===== config.mk =====
export PLATFORM = sky130hd
export DESIGN_NAME = mc_outer_xlat
export DESIGN_NICKNAME = d
export VERILOG_FILES = /design/src/rtl/mc_outer_pkg.sv /design/src/rtl/mc_outer_reg.sv /design/src/rtl/mc_prg_xlat.sv /design/src/rtl/mc_chr_xlat.sv /design/src/rtl/mc_outer_xlat.sv
export SDC_FILE = /design/constraint.sdc
export NUM_CORES = 1
export LEC_CHECK = 0
export ABC_AREA = 0
export BUFFER_PORTS_ARGS = -buffer_cell sky130_fd_sc_hd__buf_2
export CORE_MARGIN = 8
export CORE_UTILIZATION = 25
export CTS_BUF_LIST = sky130_fd_sc_hd__clkbuf_4
export DETAILED_ROUTE_END_ITERATION = 12
export HOLD_SLACK_MARGIN = 0.12
export PLACE_DENSITY = 0.87
export SLEW_MARGIN = 20
export SYNTH_ARGS = -nofsm -noshare
export SYNTH_HDL_FRONTEND = slang
export SYNTH_SLANG_ARGS = --single-unit

===== constraint.sdc =====
create_clock -name clk -period 0.9 [get_ports clk]
set_input_delay 0.18 -clock clk [delete_from_list [all_inputs] [get_ports clk]]
set_output_delay 0.18 -clock clk [all_outputs]
set_load 0.02 [all_outputs]

===== src/rtl/mc_outer_pkg.sv =====
// Package: shared widths and address decode for the outer bank translator.
// Assumes a 16-bit CPU address with the outer window at $6000-$7FFF.
package mc_outer_pkg;
    localparam int ADDR_W  = 16;
    localparam int DATA_W  = 8;
    localparam int Q_W     = 3;
    localparam int WIN_MSB = ADDR_W - 1;
    localparam int WIN_LSB = 13;
    localparam int WIN_W   = WIN_MSB - WIN_LSB + 1;
    localparam logic [WIN_W-1:0] WIN_TAG = 3'b011;

    // Outer value split into its named bits.
    typedef struct packed {
        logic hi;   // Q2: selects upper half, enables raw bit 3
        logic mid;  // Q1
        logic lo;   // Q0
    } outer_t;

    // True when an address falls inside the outer register window.
    function automatic logic in_window(input logic [ADDR_W-1:0] a);
        return a[WIN_MSB:WIN_LSB] == WIN_TAG;
    endfunction
endpackage


===== src/rtl/mc_outer_reg.sv =====
// Outer value register with write qualification.
// Assumes cpu_we is a one-cycle strobe and the status bits are valid with it.
module mc_outer_reg
    import mc_outer_pkg::*;
(
    input  logic              clk,
    input  logic              rst_n,
    input  logic [ADDR_W-1:0] cpu_addr,
    input  logic [DATA_W-1:0] cpu_wdata,
    input  logic              cpu_we,
    input  logic              wram_en,
    input  logic              wram_wp,
    output outer_t            q,
    output logic              win_hit
);
    logic wr_ok;

    // Decode the window and qualify the write with the status bits.
    always_comb begin
        win_hit = in_window(cpu_addr);
        wr_ok   = cpu_we && win_hit && wram_en && !wram_wp;
    end

    // Hold the outer value; load the low data bits on a qualified write.
    always_ff @(posedge clk) begin
        if (!rst_n) begin
            q <= '0;
        end else if (wr_ok) begin
            q <= outer_t'(cpu_wdata[Q_W-1:0]);
        end
    end
endmodule


===== src/rtl/mc_prg_xlat.sv =====
// Program bank translator: {Q2, A16, raw[2:0]}, A16 gated from Q and raw bit 3.
// Assumes RAW_W >= 3; a narrower raw bus treats the missing bit 3 as 0.
module mc_prg_xlat
    import mc_outer_pkg::*;
#(
    parameter int RAW_W = 6,
    parameter int OUT_W = 5
) (
    input  outer_t           q,
    input  logic [RAW_W-1:0] raw,
    output logic [OUT_W-1:0] bank
);
    localparam int KEEP = OUT_W - 2;
    logic m16;
    logic a16;

    // Pick raw bit KEEP when the raw bus is wide enough.
    generate
        if (RAW_W > KEEP) begin : g_m16
            assign m16 = raw[KEEP];
        end else begin : g_no_m16
            assign m16 = 1'b0;
        end
    endgenerate

    // Form the two outer-controlled address bits and the final bank.
    always_comb begin
        a16  = (q.mid & q.lo) | (q.hi & m16);
        bank = {q.hi, a16, raw[KEEP-1:0]};
    end
endmodule


===== src/rtl/mc_chr_xlat.sv =====
// Character bank translator: Q2 placed above the low raw bits.
// Assumes OUT_W - 1 <= RAW_W.
module mc_chr_xlat
    import mc_outer_pkg::*;
#(
    parameter int RAW_W = 8,
    parameter int OUT_W = 8
) (
    input  outer_t           q,
    input  logic [RAW_W-1:0] raw,
    output logic [OUT_W-1:0] bank
);
    localparam int KEEP = OUT_W - 1;

    // Replace the top bit with the outer half select.
    always_comb begin
        bank = {q.hi, raw[KEEP-1:0]};
    end
endmodule


===== src/rtl/mc_outer_xlat.sv =====
// Top: outer bank translator for a three-game cartridge.
// Assumes the inner controller supplies raw banks and work-RAM status bits.
module mc_outer_xlat
    import mc_outer_pkg::*;
#(
    parameter int RAW_PRG_W = 6,
    parameter int RAW_CHR_W = 8,
    parameter int PRG_OUT_W = 5,
    parameter int CHR_OUT_W = 8
) (
    input  logic                 clk,
    input  logic                 rst_n,
    input  logic [ADDR_W-1:0]    cpu_addr,
    input  logic [DATA_W-1:0]    cpu_wdata,
    input  logic                 cpu_we,
    input  logic                 cpu_rd,
    input  logic                 wram_en,
    input  logic                 wram_wp,
    input  logic [RAW_PRG_W-1:0] raw_prg,
    input  logic [RAW_CHR_W-1:0] raw_chr,
    output logic [PRG_OUT_W-1:0] prg_bank,
    output logic [CHR_OUT_W-1:0] chr_bank,
    output logic                 rd_own,
    output logic [DATA_W-1:0]    rd_data,
    output logic                 inner_we
);
    outer_t outer_q;
    logic   win_hit;

    mc_outer_reg u_reg (
        .clk      (clk),
        .rst_n    (rst_n),
        .cpu_addr (cpu_addr),
        .cpu_wdata(cpu_wdata),
        .cpu_we   (cpu_we),
        .wram_en  (wram_en),
        .wram_wp  (wram_wp),
        .q        (outer_q),
        .win_hit  (win_hit)
    );

    mc_prg_xlat #(.RAW_W(RAW_PRG_W), .OUT_W(PRG_OUT_W)) u_prg (
        .q   (outer_q),
        .raw (raw_prg),
        .bank(prg_bank)
    );

    mc_chr_xlat #(.RAW_W(RAW_CHR_W), .OUT_W(CHR_OUT_W)) u_chr (
        .q   (outer_q),
        .raw (raw_chr),
        .bank(chr_bank)
    );

    // Claim window reads with zero data; keep window writes from the inner side.
    always_comb begin
        rd_own   = cpu_rd && win_hit;
        rd_data  = '0;
        inner_we = cpu_we && !win_hit;
    end
endmodule


* After elaboration in Yosys (flattened, before gate mapping) *
Index checks and enable logic that the tools add are counted.

word-level totals
  register bits after elaboration = 3
  input port bits = 44

cells by class
  equal/unequal tests = 1
  bitwise operators = 3
  reductions and logical operators = 7

operators by type and width
  kind                                                 count
  logical AND 1 bit                                    5
  equality test 3 x 2 -> 1 bit, second input constant  1
  AND 1 bit                                            2
  logical NOT 1 bit                                    2
  bitwise OR 1 bit                                     1

* Logic depth before layout (Yosys ltp) *
  depth after elaboration = 4
  gate-level depth with buffers = 3
  mapped depth without buffers = 3

* Cells and area by module *
From an unflattened synthesis, not the netlist that was laid out.

unflattened totals
  cells, all modules = 41
  area, all modules = 334.1 µm²

modules (own cells, without submodules)
  module         times used  cells an instance  area an instance (µm²)
  mc_outer_reg   1           16                 147.6
  mc_outer_xlat  1           11                 80.1
  mc_chr_xlat    1           8                  60.1
  mc_prg_xlat    1           6                  46.3

* Least setup slack after synthesis *
No wires, ideal clock.

  kind = flip-flop to output port
  start point = register u_reg.q[0] (netlist name)
  end point = output port prg_bank[3]
  arrival = 0.646 ns
  required time = 0.720 ns
  path slack = 0.074 ns
  cell stages (with the launch flop) = 3
  path buffers = 1
  cells stage by stage = dfxtp_1 > a22o_1 > buf_4

on the way
  word-level cells in the longest chain between the ends = 2

ends and longest elaborated chain
  what              RTL line             RTL
  AND 1 bit         mc_prg_xlat.sv:28    a16 = (q.mid & q.lo) | (q.hi & m16);
  bitwise OR 1 bit  mc_prg_xlat.sv:28
  to (decl)         mc_outer_xlat.sv:21  output logic [PRG_OUT_W-1:0] prg_bank,

Every way passes these cells.

* Worst setup path in the final report *
  start point = register u_reg.q[1] (netlist name)
  end point = output port prg_bank[3]

on the way
  word-level cells in the longest chain between the ends = 2

ends and longest elaborated chain
  what              RTL line
  AND 1 bit         mc_prg_xlat.sv:28
  bitwise OR 1 bit  mc_prg_xlat.sv:28

Every way passes these cells.

==> impl_metrics.env <==
export IMPL_path_clk_slew_ns=0.03
export IMPL_die_height_um=52.8
export IMPL_die_area_um2=2780
export IMPL_cts_hold_buf=0
export IMPL_ir_drop_mv=0.342
export IMPL_clock_sinks=3
export IMPL_reg_largest_list="u_reg.q (3)"
export IMPL_crit_fanout=2
export IMPL_num_vias=242
export IMPL_ys_warn_count=0
export IMPL_drv_cap=0
export IMPL_ff2ff_setup_slack_ns=0.26
export IMPL_outcome="finished with violations"
export IMPL_synth_cell_area_um2=338
export IMPL_worst_r2r_cell_count=2
export IMPL_port_buffers=17
export IMPL_cp_num_buf_inv=1
export IMPL_grt_pass1_vias=249
export IMPL_drive_above_1_share=0.551
export IMPL_crit_arrival_ns=0.90
export IMPL_nNetsFinal=94
export IMPL_cts_tree="yes"
export IMPL_drc=0
export IMPL_min_path_cells=3
export IMPL_worstReg2RegEnd="u_reg.q[2]"
export IMPL_yosysSeqAreaShare=0.178
export IMPL_syn_avg_cell_area_um2=8.24
export IMPL_overflow=0
export IMPL_antenna_found_initial=0
export IMPL_crit_path_start="u_reg.q[1]"
export IMPL_skew_ns=0
export IMPL_fin_crit_ns=1.08
export IMPL_rsz0062_at_grt="true"
export IMPL_clock_latency_ns=0.22
export IMPL_violations="negative setup slack"
export IMPL_rows=13
export IMPL_htreeDepth=1
export IMPL_fill_cells=142
export IMPL_gp_congestion=0.731
export IMPL_cts_root_buffer="clkbuf_4"
export IMPL_route_detailed_wl_per_inst_um=13.2
export IMPL_largest_register_ffs=3
export IMPL_r2r_start="u_reg.q[2]"
export IMPL_ant_nets=0
export IMPL_crit_end="prg_bank[3]"
export IMPL_setup_viol=2
export IMPL_cp_cell_sequence="a22o_1 -> buf_6"
export IMPL_hold_violations=0
export IMPL_cpMaxStageDelayCell="dfxtp_1"
export IMPL_grt_usage=0.0559
export IMPL_hold_class="in2reg"
export IMPL_grt_pass1_wl_mm=1.08
export IMPL_report_final_slew_viol_count=0
export IMPL_grt_max_degree=7
export IMPL_cts_buffers=3
export IMPL_ios=67
export IMPL_drt_vias_per_instance=3.78
export IMPL_num_antenna_cells=0
export IMPL_synth_distinct_cells=11
export IMPL_drtIter0Drc=4
export IMPL_synthCells=41
export IMPL_powerDensity_nw_per_um2=1300
export IMPL_top_register="u_reg.q"
export IMPL_ctsLongestPathBuffers=2
export IMPL_dp_slack_ns=-0.0923
export IMPL_drtPass1Iterations=4
export IMPL_routed_wl_um=843
export IMPL_initial_core_util=0.263
export IMPL_coreArea_um2=1280
export IMPL_max_freq_mhz=927
export IMPL_power_total_w=0.000504
export IMPL_min_period_over_period=1.20
export IMPL_crit_path_end_kind="output port"
export IMPL_ys_ff_latch=3
export IMPL_critical_path_required_ns=0.72
export IMPL_area_growth_pct=15.2
export IMPL_cp_start_kind="register"
export IMPL_tns_ns=-0.290
export IMPL_setup_slack_ns=-0.179
export IMPL_die_w_um=52.8
export IMPL_cp_depth=2
export IMPL_critPathTopFamily="flip-flops"
export IMPL_critPathMaxStageDelay_ns=0.31
export IMPL_worstSetupPathType="reg2out"
export IMPL_p_leak_nw=0.208
[cell usage in the layout, fill, tap and decap left out]
cell type  instances
buf_4              2
nor2_2             1
a22o_1             1
buf_6              5
and2_4             1
nor3_4             1
mux2i_1            3
nand3b_4           1
nand2_1            7
clkbuf_4           4
dfxtp_1            2
dfxtp_4            1
buf_2             11
inv_1              1
conb_1             8
[logic make-up (layout without fill, tap and decap cells)]
kind of cell           after synthesis  count (layout)  share of synthesized area
other                                1               8                     0.0111
AO/OA/AOI/OAI                        1               1                     0.0259
flip-flops                           3               3                      0.178
buffers and inverters               22              23                      0.478
multiplexers                         3               3                     0.0889
AND/OR/NAND/NOR                     11              11                      0.219
[Yosys cell counts, drive strengths merged]
cell type	number	area (um^2)
buf	21	158
nor3	1	16.3
nor2	1	3.75
mux2i	3	30.0
a22o	1	8.76
nand2	7	26.3
and2	1	7.51
conb	1	3.75
nand3b	1	20.0
inv	1	3.75
dfxtp	3	60.1
[per-layer routing]
metal	vias to the layer above	routed length [um]	GRT usage	share of wire
met2	15	522	0.0938	0.62
met1	109	210	0.0366	0.25
met5	-	0	0	0
li1	118	-	-	-
met3	0	109	0.0682	0.13
met4	0	0	0.0172	0
[worst min path at each step]
stage | start | endpoint | slack, ns
after floorplan | cpu_wdata[0] | u_reg.q[0] | 0.32
after global placement | raw_chr[1] | chr_bank[1] | 0.36
after detailed placement | raw_chr[1] | chr_bank[1] | 0.36
after CTS | cpu_wdata[2] | u_reg.q[2] | 0.19
after global routing | cpu_wdata[2] | u_reg.q[2] | 0.22
final | cpu_wdata[1] | u_reg.q[1] | 0.20
[worst reg2reg max path, cell delays in order (launching register included)]
cell and delay, ns:
dfxtp_4 0.36, nand2_1 0.05, mux2i_1 0.15
[cell type report]
cell class	count	area, um^2	area share
Multi-Input combinational cell	23	146	0.376
Tap cell	15	18.8	0.0482
Timing Repair Buffer	18	126	0.325
Inverter	1	3.75	0.00965
Clock buffer	4	30.0	0.0772
Sequential cell	3	63.8	0.164
[through the flow]
step | utilization | hold slack (ns) | instances | cell area (um^2)
floorplan | - | 0.322 | 48 | 364
global placement | 0.241 | 0.360 | 59 | 310
detailed placement | 0.241 | 0.360 | 59 | 310
CTS | 0.286 | 0.190 | 63 | 368
global route | 0.303 | 0.219 | 64 | 389
finish | 0.303 | 0.201 | 64 | 389
[repair_timing]
action | CTS | global route
buffers inserted | 0 | 1
gates resized for setup | 10 | 4
pin swaps | 1 | 1
endpoints found under the setup margin | 4 | 5
endpoints found under the hold margin | 0 | 0
[report_power, final]
group	internal [W]	leakage, nW	switching [W]
Combinational	0.0000415	0.164	0.0000635
Clock	0.000196	0.0184	0.0000705
Sequential	0.000132	0.0250	0.000000779
Note: power is estimated with default switching activity, not from simulation.
